**src/rtl/wake_in_pkg.sv**
```systemverilog
package wake_in_pkg;

    localparam int NUM_PINS = 7;
    localparam int ADDR_W   = 4;
    localparam int DATA_W   = 32;
    localparam int SIDE_W   = 4;

    localparam int ST_OVRD_BIT = 8;
    localparam int ST_OUT_BIT  = 9;
    localparam int ST_WEEK_BIT = 16;
    localparam int ST_RTC_BIT  = 17;

    typedef enum logic [ADDR_W-1:0] {
        REG_STATUS    = 4'd0,
        REG_CTRL      = 4'd1,
        REG_IN_EN     = 4'd2,
        REG_POL       = 4'd3,
        REG_LATCH_EN  = 4'd4,
        REG_LATCH_RST = 4'd5,
        REG_LATCHED   = 4'd6,
        REG_RISE      = 4'd7,
        REG_FALL      = 4'd8,
        REG_BATT_EN   = 4'd9,
        REG_CLR_ALL   = 4'd10
    } reg_addr_e;

    typedef struct packed {
        logic ovrd;
        logic out_pin;
        logic week;
        logic rtc;
    } side_bits_t;

    typedef struct packed {
        logic                filt_en;
        logic [NUM_PINS-1:0] in_en;
        logic [NUM_PINS-1:0] pol;
        logic [NUM_PINS-1:0] latch_en;
        logic [NUM_PINS-1:0] batt_en;
    } cfg_t;

    typedef struct packed {
        logic [NUM_PINS-1:0] latch_rst;
        logic [NUM_PINS-1:0] rise_clr;
        logic [NUM_PINS-1:0] fall_clr;
    } clr_t;

    // polarity bit 1 = active high, 0 = active low
    function automatic logic [NUM_PINS-1:0] apply_pol(
        input logic [NUM_PINS-1:0] lvl,
        input logic [NUM_PINS-1:0] pol
    );
        return ~(lvl ^ pol);
    endfunction

    function automatic logic [DATA_W-1:0] pack_status(
        input logic [NUM_PINS-1:0] pins,
        input side_bits_t          side
    );
        logic [DATA_W-1:0] w;
        w              = '0;
        w[NUM_PINS-1:0] = pins;
        w[ST_OVRD_BIT] = side.ovrd;
        w[ST_OUT_BIT]  = side.out_pin;
        w[ST_WEEK_BIT] = side.week;
        w[ST_RTC_BIT]  = side.rtc;
        return w;
    endfunction

endpackage

```
**src/rtl/wake_in_sync.sv**
```systemverilog
module wake_in_sync #(
    parameter int W      = 8,
    parameter int STAGES = 2
) (
    input  logic         clk,
    input  logic         rst,
    input  logic [W-1:0] d,
    output logic [W-1:0] q
);
    logic [W-1:0] stg [STAGES];

    always_ff @(posedge clk) begin
        if (rst) begin
            for (int i = 0; i < STAGES; i++) stg[i] <= '0;
        end else begin
            stg[0] <= d;
            for (int i = 1; i < STAGES; i++) stg[i] <= stg[i-1];
        end
    end

    assign q = stg[STAGES-1];
endmodule

```
**src/rtl/wake_in_filter.sv**
```systemverilog
module wake_in_filter #(
    parameter int W        = 7,
    parameter int FILT_LEN = 4,
    parameter int TICK_DIV = 1
) (
    input  logic         clk,
    input  logic         rst,
    input  logic         en,
    input  logic [W-1:0] d,
    output logic [W-1:0] q
);
    localparam int CNT_W  = (FILT_LEN > 1) ? $clog2(FILT_LEN) : 1;
    localparam int TICK_W = (TICK_DIV > 1) ? $clog2(TICK_DIV) : 1;

    logic tick;

    generate
        if (TICK_DIV > 1) begin : g_div
            logic [TICK_W-1:0] div_q;
            always_ff @(posedge clk) begin
                if (rst) begin
                    div_q <= '0;
                end else if (div_q == TICK_W'(TICK_DIV-1)) begin
                    div_q <= '0;
                end else begin
                    div_q <= div_q + 1'b1;
                end
            end
            assign tick = (div_q == TICK_W'(TICK_DIV-1));
        end else begin : g_nodiv
            assign tick = 1'b1;
        end
    endgenerate

    generate
        for (genvar g = 0; g < W; g++) begin : g_pin
            logic             lvl_q;
            logic [CNT_W-1:0] cnt_q;
            always_ff @(posedge clk) begin
                if (rst) begin
                    lvl_q <= 1'b0;
                    cnt_q <= '0;
                end else if (!en) begin
                    lvl_q <= d[g];
                    cnt_q <= '0;
                end else if (tick) begin
                    if (d[g] == lvl_q) begin
                        cnt_q <= '0;
                    end else if (cnt_q == CNT_W'(FILT_LEN-1)) begin
                        lvl_q <= d[g];
                        cnt_q <= '0;
                    end else begin
                        cnt_q <= cnt_q + 1'b1;
                    end
                end
            end
            assign q[g] = lvl_q;
        end
    endgenerate
endmodule

```
**src/rtl/wake_in_pin_ctl.sv**
```systemverilog
module wake_in_pin_ctl
    import wake_in_pkg::*;
(
    input  logic                clk,
    input  logic                rst,
    input  logic                core_on,
    input  logic [NUM_PINS-1:0] filt,
    input  cfg_t                cfg,
    input  clr_t                clr,
    output logic [NUM_PINS-1:0] live,
    output logic [NUM_PINS-1:0] latched,
    output logic [NUM_PINS-1:0] rise,
    output logic [NUM_PINS-1:0] fall
);
    logic [NUM_PINS-1:0] act;
    logic [NUM_PINS-1:0] act_d;
    logic [NUM_PINS-1:0] edge_en;

    always_comb begin
        act     = apply_pol(filt, cfg.pol) & cfg.in_en;
        edge_en = core_on ? {NUM_PINS{1'b1}} : cfg.batt_en;
        live    = (latched & cfg.latch_en) | (act & ~cfg.latch_en);
    end

    always_ff @(posedge clk) begin
        if (rst) begin
            act_d   <= '0;
            latched <= '0;
            rise    <= '0;
            fall    <= '0;
        end else begin
            act_d   <= act;
            latched <= (latched | (act & cfg.latch_en)) & ~clr.latch_rst;
            rise    <= (rise & ~clr.rise_clr) | (act & ~act_d & edge_en);
            fall    <= (fall & ~clr.fall_clr) | (~act & act_d & edge_en);
        end
    end
endmodule

```
**src/rtl/wake_in_regs.sv**
```systemverilog
module wake_in_regs
    import wake_in_pkg::*;
(
    input  logic                clk,
    input  logic                rst,
    input  logic                wr,
    input  logic [ADDR_W-1:0]   addr,
    input  logic [DATA_W-1:0]   wdata,
    input  logic [DATA_W-1:0]   status,
    input  logic [NUM_PINS-1:0] latched,
    input  logic [NUM_PINS-1:0] rise,
    input  logic [NUM_PINS-1:0] fall,
    output cfg_t                cfg,
    output clr_t                clr,
    output logic [DATA_W-1:0]   rdata
);
    reg_addr_e           sel;
    logic [NUM_PINS-1:0] wpins;
    logic                clr_all;
    logic                unused_hi;

    assign sel       = reg_addr_e'(addr);
    assign wpins     = wdata[NUM_PINS-1:0];
    assign unused_hi = ^wdata[DATA_W-1:NUM_PINS];
    assign clr_all   = wr && (sel == REG_CLR_ALL) && wdata[0];

    always_ff @(posedge clk) begin
        if (rst) begin
            cfg <= '0;
        end else if (wr) begin
            case (sel)
                REG_CTRL:     cfg.filt_en  <= wdata[0];
                REG_IN_EN:    cfg.in_en    <= wpins;
                REG_POL:      cfg.pol      <= wpins;
                REG_LATCH_EN: cfg.latch_en <= wpins;
                REG_BATT_EN:  cfg.batt_en  <= wpins;
                default: ;
            endcase
        end
    end

    always_comb begin
        clr.latch_rst = (wr && sel == REG_LATCH_RST) ? wpins : '0;
        clr.rise_clr  = clr_all ? {NUM_PINS{1'b1}} :
                        ((wr && sel == REG_RISE) ? wpins : '0);
        clr.fall_clr  = clr_all ? {NUM_PINS{1'b1}} :
                        ((wr && sel == REG_FALL) ? wpins : '0);
    end

    always_comb begin
        rdata = '0;
        case (sel)
            REG_STATUS:   rdata = status;
            REG_CTRL:     rdata[0] = cfg.filt_en;
            REG_IN_EN:    rdata[NUM_PINS-1:0] = cfg.in_en;
            REG_POL:      rdata[NUM_PINS-1:0] = cfg.pol;
            REG_LATCH_EN: rdata[NUM_PINS-1:0] = cfg.latch_en;
            REG_LATCHED:  rdata[NUM_PINS-1:0] = latched;
            REG_RISE:     rdata[NUM_PINS-1:0] = rise;
            REG_FALL:     rdata[NUM_PINS-1:0] = fall;
            REG_BATT_EN:  rdata[NUM_PINS-1:0] = cfg.batt_en;
            default:      rdata = '0;
        endcase
    end
endmodule

```
**src/rtl/wake_in.sv**
```systemverilog
module wake_in
    import wake_in_pkg::*;
#(
    parameter int TICK_DIV    = 32,
    parameter int FILT_LEN    = 4,
    parameter int SYNC_STAGES = 2
) (
    input  logic                clk,
    input  logic                rst,
    input  logic                core_on,
    input  logic [NUM_PINS-1:0] pin_in,
    input  logic                ovrd_in,
    input  logic                out_pin_in,
    input  logic                week_alarm,
    input  logic                rtc_alarm,
    input  logic                reg_wr,
    input  logic [ADDR_W-1:0]   reg_addr,
    input  logic [DATA_W-1:0]   reg_wdata,
    output logic [DATA_W-1:0]   reg_rdata
);
    localparam int SYNC_W = NUM_PINS + SIDE_W;

    logic [SYNC_W-1:0]   sync_q;
    logic [NUM_PINS-1:0] pin_sync;
    side_bits_t          side_sync;
    logic [NUM_PINS-1:0] pin_filt;
    logic [NUM_PINS-1:0] pin_live;
    logic [NUM_PINS-1:0] latched;
    logic [NUM_PINS-1:0] rise;
    logic [NUM_PINS-1:0] fall;
    logic [DATA_W-1:0]   status;
    cfg_t                cfg;
    clr_t                clr;

    wake_in_sync #(.W(SYNC_W), .STAGES(SYNC_STAGES)) u_sync (
        .clk (clk),
        .rst (rst),
        .d   ({ovrd_in, out_pin_in, week_alarm, rtc_alarm, pin_in}),
        .q   (sync_q)
    );

    assign pin_sync  = sync_q[NUM_PINS-1:0];
    assign side_sync = side_bits_t'(sync_q[SYNC_W-1:NUM_PINS]);

    wake_in_filter #(.W(NUM_PINS), .FILT_LEN(FILT_LEN), .TICK_DIV(TICK_DIV)) u_filt (
        .clk (clk),
        .rst (rst),
        .en  (cfg.filt_en),
        .d   (pin_sync),
        .q   (pin_filt)
    );

    wake_in_pin_ctl u_ctl (
        .clk     (clk),
        .rst     (rst),
        .core_on (core_on),
        .filt    (pin_filt),
        .cfg     (cfg),
        .clr     (clr),
        .live    (pin_live),
        .latched (latched),
        .rise    (rise),
        .fall    (fall)
    );

    assign status = pack_status(pin_live, side_sync);

    wake_in_regs u_regs (
        .clk     (clk),
        .rst     (rst),
        .wr      (reg_wr),
        .addr    (reg_addr),
        .wdata   (reg_wdata),
        .status  (status),
        .latched (latched),
        .rise    (rise),
        .fall    (fall),
        .cfg     (cfg),
        .clr     (clr),
        .rdata   (reg_rdata)
    );
endmodule

```
**config.mk**
```make
export PLATFORM = sky130hd
export DESIGN_NAME = wake_in
export DESIGN_NICKNAME = d
export VERILOG_FILES = /design/src/rtl/wake_in_pkg.sv /design/src/rtl/wake_in_sync.sv /design/src/rtl/wake_in_filter.sv /design/src/rtl/wake_in_pin_ctl.sv /design/src/rtl/wake_in_regs.sv /design/src/rtl/wake_in.sv
export SDC_FILE = /design/constraint.sdc
export NUM_CORES = 1
export LEC_CHECK = 0
export CAP_MARGIN = 20
export CORE_MARGIN = 2
export CORE_UTILIZATION = 63
export DETAILED_ROUTE_END_ITERATION = 8
export DONT_BUFFER_PORTS = 1
export GPL_ROUTABILITY_DRIVEN = 1
export PLACE_DENSITY = 0.86
export SYNTH_ARGS = -nofsm -noshare
export SYNTH_HDL_FRONTEND = slang
export SYNTH_SLANG_ARGS = --single-unit
```
**constraint.sdc**
```tcl
create_clock -name clk -period 2.1 [get_ports clk]
set_input_delay 0.315 -clock clk [delete_from_list [all_inputs] [get_ports clk]]
set_output_delay 0.315 -clock clk [all_outputs]
set_load 0.05 [all_outputs]
```
==> flow_summary.json, run 1 <==
{
  "finalSetupViolations": 0,
  "report.final.hold_viol_count": 0,
  "layout.core_utilization_pct": 70.5,
  "via_per_inst": 6.00,
  "pwr-share-clk_pct": 33.7,
  "worst_ep_arrival_time_ps": 1680,
  "layout_commonest_cell": "sky130_fd_sc_hd__dfxtp_1",
  "internal-power_uw": 2570,
  "rows": 31,
  "fin_crit_ps": 2000,
  "cellLeakagePower_uw": 0.00212,
  "worst_r2r_startpoint": "u_filt.g_div.div_q[0]$_SDFF_PP0_",
  "worst_slack_ps": 100,
  "flow.area_growth_from_synthesis_pct": 6.72,
  "reg2reg_capture_point": "u_filt.g_pin[1].cnt_q[0]$_SDFFE_PP0P_",
  "dp.final_hpwl_mm": 6.75,
  "synth.yosys.seq_area_share_pct": 43.4,
  "critical_path_peak_fanout": 3,
  "initialDrtViolationCount": 263,
  "ys_types": 50,
  "grt_start_max_net_pins": 64,
  "worst-endpoint-required_ps": 1780,
  "post_synth_inst_count": 531,
  "antenna_left": 0,
  "fillerInstances": 528,
  "timing.setup.tns_ps": 0,
  "timing.critical_path.to_type": "output pin",
  "floorplan.io_pins": 83,
  "post_drt_wl_per_cell_um": 16.8,
  "detailroute.via_count": 3849,
  "floorplan.core_area_sq_um": 7330,
  "synth_largest_area_cell": "sky130_fd_sc_hd__dfxtp_1",
  "hold_class": "input port to flip-flop",
  "clkLatencyLatePin_ps": 370,
  "hold_path.startpoint": "rst",
  "power.switching_uw": 936,
  "num-nets-final": 598,
  "yosys_warnings": 0,
  "pre_cts_ws_ps": 289,
  "clk_root_buf": "sky130_fd_sc_hd__clkbuf_8",
  "final_min_period_over_clock_period_pct": 95.2,
  "path_clk_slew_ps": 100,
  "synth_top_flop_cell": "sky130_fd_sc_hd__dfxtp_1",
  "hold_path_depth": 1,
  "drtPass1Iterations": 5,
  "overall_global_routing_usage_pct": 25.5,
  "netSwitchingFraction_pct": 26.7,
  "worst_slew_pin_slew_ps": 807,
  "worst-r2r-cell-count": 7,
  "worst_setup_path_start_kind": "flip-flop",
  "final_replace_weighted_congestion": 0.826,
  "reg2reg_slack_ps": 470,
  "rsz0062_at_grt": "false",
  "fmax_ghz": 0.500,
  "number_of_flops_mapped_to_enable_cells_by_yosys": 0,
  "antenna_fix_cells": 0,
  "tritoncts": "built",
  "power_frac_comb_pct": 7.8,
  "max_cap_violations": 0,
  "timing.hold.worst_endpoint": "u_regs.cfg[9]$_SDFFE_PP0P_",
  "total_power_uw": 3500,
  "numCtsBuffers": 9,
  "synthArstFlopShare_pct": 0,
  "max_slew_margin_pct": 45.9,
  "finClkSkew_ps": 6.84,
  "layout.cells.most_common_list": "101 x sky130_fd_sc_hd__dfxtp_1, 59 x sky130_fd_sc_hd__nor2_1, 42 x sky130_fd_sc_hd__mux2i_1, 41 x sky130_fd_sc_hd__nand2_1, 29 x sky130_fd_sc_hd__a21oi_1",
  "die-area_sq_um": 8410,
  "final_max_slew_viol_count": 0,
  "layout-drive-gt1-share_pct": 9.23,
  "timing_worst_setup_path_type": "flip-flop to output pin",
  "syn_avg_cell_area_sq_um": 9.12,
  "clockBufferDepth": 2,
  "die_y_um": 91.7,
  "die_x_um": 91.7,
  "post-synth-top-area-fraction_pct": 43.4,
  "peakVddDrop_mv": 0.693,
  "number_of_buffers_inserted_by_port_buffering": 0,
  "cts_sinks": 105,
  "netlist_area_pre_place_sq_um": 4840,
  "cts_htree_levels": 3,
  "vias_in_the_first_global_route": 3614,
  "seqPwrFrac_pct": 58.6,
  "postSynthRegisterBits": 105,
  "grt_overflow": 0,
  "first_pass_grt_wire_length_mm": 17.0,
  "status": "complete, no violations",
  "initial_utilization_pct": 66.1,
  "power_per_cell_area_nw_per_um2": 678,
  "synth.top_cells.by_area": "sky130_fd_sc_hd__dfxtp_1 43%, sky130_fd_sc_hd__mux2i_1 8.7%, sky130_fd_sc_hd__nor2_1 4.6%",
  "drt_drc_violations_left": 0,
  "drt-total-wl_mm": 10.8,
  "grt_antenna_before_repair": 0
}
## worst max-delay path by stage
stage | from | endpoint
finish | u_ctl.latched[0]$_SDFF_PP0_ | reg_rdata[0]
global route | u_filt.g_pin[5].lvl_q$_SDFFE_PP0P_ | reg_rdata[5]
CTS | u_filt.g_pin[6].lvl_q$_SDFFE_PP0P_ | reg_rdata[6]
detailed placement | reg_addr[2] | reg_rdata[1]
global placement | reg_addr[2] | reg_rdata[1]
floorplan | reg_addr[2] | reg_rdata[16]
## timing repair
action / 4_1_cts / 5_1_grt
setup endpoints to repair: 0 / 3
hold buffers: 4 / 5
resized for setup: 0 / 6
endpoints found under the hold margin: 17 / 19
buffers inserted: 0 / 1
## per-stage QoR
step | cell area [sq um] | hold WS (ps) | std cells
3_3_place_gp | 4880 | 396 | 616
4_1_cts | 5100 | 0.236 | 635
2_1_floorplan | 4920 | 412 | 551
5_1_grt | 5170 | -2.26 | 641
6_report | 5170 | 9.96 | 641
3_5_place_dp | 4880 | 395 | 616
## worst max-delay path, cell delays in order, from the launching register on
cell and delay (ps):
sky130_fd_sc_hd__dfxtp_1 340, sky130_fd_sc_hd__mux2_2 260, sky130_fd_sc_hd__a32oi_1 190, sky130_fd_sc_hd__o21ai_1 90
sky130_fd_sc_hd__a211o_1 240, sky130_fd_sc_hd__buf_4 190
## power groups by stage
| stage | Sequential [uW] | Combinational, uW | Clock [uW] |
|---|---|---|---|
| CTS | 2050 | 248 | 1190 |
| floorplan | 2090 | 283 | 0 |
| global placement | 2100 | 224 | 0 |
| global route | 2060 | 290 | 1280 |
| finish | 2050 | 272 | 1180 |
| detailed placement | 2100 | 230 | 0 |
## cell usage after synthesis, types with 6 or more instances
cell type and instances:
sky130_fd_sc_hd__xnor2_1 11, sky130_fd_sc_hd__mux2i_1 42, sky130_fd_sc_hd__nor4_1 8, sky130_fd_sc_hd__nor2b_1 28
sky130_fd_sc_hd__nor3_1 8, sky130_fd_sc_hd__a31oi_1 11, sky130_fd_sc_hd__dfxtp_1 105, sky130_fd_sc_hd__buf_2 7
sky130_fd_sc_hd__nor2_1 59, sky130_fd_sc_hd__a21oi_1 29, sky130_fd_sc_hd__and2_1 8, sky130_fd_sc_hd__nand3_1 16
sky130_fd_sc_hd__nand2_1 41, sky130_fd_sc_hd__nand2b_1 10, sky130_fd_sc_hd__a211oi_1 7, sky130_fd_sc_hd__a211o_1 7
sky130_fd_sc_hd__a32o_1 6, sky130_fd_sc_hd__buf_4 25, sky130_fd_sc_hd__o22ai_1 6, sky130_fd_sc_hd__clkbuf_1 12
sky130_fd_sc_hd__ha_1 9, sky130_fd_sc_hd__o21ai_0 8, sky130_fd_sc_hd__a21o_1 9
## sequential cells by signal, summed over array words and instances, names as in the netlist
| name | cells |
|---|---|
| u_filt.g_pin.cnt_q | 14 |
| u_sync.stg | 22 |
| u_ctl.fall | 7 |
| u_ctl.rise | 7 |
| u_filt.g_pin.lvl_q | 7 |
| u_regs.cfg | 29 |
| u_ctl.latched | 7 |
| u_filt.g_div.div_q | 5 |
| u_ctl.act_d | 7 |
## logic make-up (layout without fill, tap and decap cells)
logic type	Yosys count	in the layout	share of synthesized area (%)
xor gates and xnor gates	16	16	2.89
other	1	21	0.0774
adders and majority gates	9	9	2.33
DFF	105	105	43.4
AOI/OAI and AO/OA	97	97	13.6
and+or+nand+nor	202	202	21.6
buffers and inverters	57	48	7.00
muxes	44	44	9.14
## per-layer routing
metal  wire, um  vias to the layer above  global-route usage, %
li1           -                     1831                      -
met1       4400                     1802                   31.8
met2       5060                      184                   41.6
met3       1020                       32                   7.56
met4        293                        0                   9.97
met5          0                        -                      0
## final cells by class
type                       instances  area, sq um  share of cell area (%)
multi-input combinational        389         2490                    48.2
clock buffer                       9          124                    2.40
tap                               99          124                    2.40
inverter                           5         18.8                   0.363
clock inverter                     6         58.8                    1.14
sequential                       105         2110                    40.8
timing repair buffer              28          245                    4.74
(Power assumes the default switching activity.)
==> inputs of run 2 (changes only) <==
--- a/config.mk
+++ b/config.mk
@@ -11,6 +11,7 @@
 export DETAILED_ROUTE_END_ITERATION = 8
 export DONT_BUFFER_PORTS = 1
 export GPL_ROUTABILITY_DRIVEN = 1
+export HOLD_SLACK_MARGIN = 0.08
 export PLACE_DENSITY = 0.86
 export SYNTH_ARGS = -nofsm -noshare
 export SYNTH_HDL_FRONTEND = slang
==> run 2 against run 1 <==
Against the previous run:
- global-route usage increased by 0.60 points
- via count is 0.10% higher
- utilization grew 1.9 points
- sequential power is essentially flat
- largest cell class unchanged
==> flow_summary.json, run 2 (synthesis gave the netlist of run 1 again) <==
{
  "status": "complete, no violations",
  "max_cap_violations": 0,
  "num-nets-final": 610,
  "timing_worst_setup_path_type": "flip-flop to output pin",
  "timing.hold.worst_endpoint": "u_regs.cfg[8]$_SDFFE_PP0P_",
  "worst-endpoint-required_ps": 1780,
  "largest_register_ffs": 29,
  "worst-r2r-cell-count": 7,
  "final_max_slew_viol_count": 0,
  "reg2reg_slack_ps": 470,
  "peakVddDrop_mv": 0.640,
  "clk_root_buf": "sky130_fd_sc_hd__clkbuf_8",
  "die_x_um": 91.7,
  "tritoncts": "built",
  "final_replace_weighted_congestion": 0.826,
  "die_y_um": 91.7,
  "grt_antenna_before_repair": 0,
  "antenna_left": 0,
  "clkLatencyLatePin_ps": 370,
  "drt_drc_violations_left": 0,
  "final_min_period_over_clock_period_pct": 94.9,
  "report.final.hold_viol_count": 0,
  "fillerInstances": 504,
  "timing.setup.tns_ps": 0,
  "overall_global_routing_usage_pct": 26.1,
  "rows": 31,
  "flow.area_growth_from_synthesis_pct": 9.56,
  "floorplan.io_pins": 83,
  "drt-total-wl_mm": 10.6,
  "dpl_cell_area_sq_um": 4880,
  "die-area_sq_um": 8410,
  "cts_sinks": 105,
  "antenna_fix_cells": 0,
  "biggestRegsByFlops": "u_regs.cfg: 29 flops, u_sync.stg: 22 flops, u_filt.g_pin.cnt_q: 14 flops",
  "via_per_inst": 5.90,
  "layout.cells.most_common_list": "101 x sky130_fd_sc_hd__dfxtp_1, 59 x sky130_fd_sc_hd__nor2_1, 42 x sky130_fd_sc_hd__mux2i_1, 41 x sky130_fd_sc_hd__nand2_1, 29 x sky130_fd_sc_hd__a21oi_1",
  "hold_class": "input port to flip-flop",
  "power_per_cell_area_nw_per_um2": 665,
  "hold_path_depth": 2,
  "vias_in_the_first_global_route": 3740,
  "cellLeakagePower_uw": 0.00218,
  "first_pass_grt_wire_length_mm": 17.4,
  "fin_area_sq_um": 5310,
  "initial_utilization_pct": 66.1,
  "grt_overflow": 0,
  "floorplan.core_area_sq_um": 7330,
  "finalSetupViolations": 0,
  "layout_commonest_cell": "sky130_fd_sc_hd__dfxtp_1",
  "worst_r2r_startpoint": "u_filt.g_div.div_q[0]$_SDFF_PP0_",
  "max_slew_margin_pct": 44.9,
  "number_of_buffers_inserted_by_port_buffering": 0,
  "timing.critical_path.from": "u_ctl.latched[0]$_SDFF_PP0_",
  "post_drt_wl_per_cell_um": 16.3,
  "total_power_uw": 3530,
  "fmax_ghz": 0.502,
  "critical_path_peak_fanout": 3,
  "largest-register": "u_regs.cfg",
  "layout-drive-gt1-share_pct": 9.21,
  "fin_crit_ps": 1990,
  "path_clk_slew_ps": 110,
  "hold_path.startpoint": "reg_wdata[1]",
  "worst_slew_pin_slew_ps": 822,
  "numCtsBuffers": 9,
  "cts_htree_levels": 3,
  "clockBufferDepth": 2,
  "grt_start_max_net_pins": 80,
  "dp.final_hpwl_mm": 6.75,
  "worst_ep_arrival_time_ps": 1680,
  "timing.critical_path.to_type": "output pin",
  "worst_setup_path_start_kind": "flip-flop",
  "finClkSkew_ps": 8.99,
  "initialDrtViolationCount": 270,
  "rsz0062_at_grt": "false",
  "detailroute.via_count": 3853,
  "drtPass1Iterations": 4,
  "reg2reg_capture_point": "u_filt.g_pin[1].cnt_q[0]$_SDFFE_PP0P_"
}
-- run 2: cell count changes in the layout (fill, tap and decap cells not counted) --
cell,delta
sky130_fd_sc_hd__dlygate4sd3_1,+11
sky130_fd_sc_hd__buf_16,+1
-- run 2: worst max-delay path, cell delays in order (launching register included) --
cell,delay (ps)
sky130_fd_sc_hd__dfxtp_1,340
sky130_fd_sc_hd__mux2_2,260
sky130_fd_sc_hd__a32oi_1,190
sky130_fd_sc_hd__o21ai_1,90
sky130_fd_sc_hd__a211o_1,240
sky130_fd_sc_hd__buf_4,190
-- run 2: through the flow --
stage	util (%)	instances	setup WS [ps]	hold WS, ps
after global routing	72.4	653	16.9	85.3
after detailed placement	66.5	616	289	395
after floorplan	-	551	221	412
after CTS	72.0	651	13.1	83.6
final	72.4	653	107	90.2
after global placement	66.5	616	297	396
-- run 2: report_power, final --
part | internal, uW | switching [uW] | total, uW
Clock | 456 | 725 | 1180
Sequential | 2030 | 24.3 | 2050
Combinational | 102 | 191 | 294
-- run 2: what timing repair did --
action | in CTS | in global routing
setup buffers | 0 | 1
resized for setup | 0 | 6
hold buffers | 20 | 1
setup endpoints to repair | 0 | 3
hold endpoints to repair | 79 | 1
-- run 2: cell type report --
type | instances | area (sq um) | area share (%)
Clock buffer | 9 | 124 | 2.33
Clock inverter | 6 | 58.8 | 1.11
Inverter | 5 | 18.8 | 0.354
Multi-Input combinational cell | 389 | 2490 | 46.9
Sequential cell | 105 | 2110 | 39.7
Tap cell | 99 | 124 | 2.33
Timing Repair Buffer | 40 | 383 | 7.22
-- run 2: worst max-delay path by stage --
stage	end	depth (start not counted)
floorplan	reg_rdata[16]	5
global placement	reg_rdata[1]	6
detailed placement	reg_rdata[1]	6
CTS	reg_rdata[6]	5
global route	reg_rdata[5]	5
finish	reg_rdata[0]	5
-- run 2: metal layers --
layer  share of wire [%]  global-route usage, %  wire length (um)
met5                   0                      0                 0
met4                 2.2                   9.34               230
met3                 8.1                   7.23               863
met2                  48                   44.4              5130
met1                  41                   31.6              4410
==> inputs of run 3 (changes only) <==
--- a/config.mk
+++ b/config.mk
@@ -13,6 +13,7 @@
 export GPL_ROUTABILITY_DRIVEN = 1
 export HOLD_SLACK_MARGIN = 0.08
 export PLACE_DENSITY = 0.86
+export SLEW_MARGIN = 0
 export SYNTH_ARGS = -nofsm -noshare
 export SYNTH_HDL_FRONTEND = slang
 export SYNTH_SLANG_ARGS = --single-unit
==> results of run 3 <==
Same layout as run 2: the final DEF is identical, and so are final timing and power.
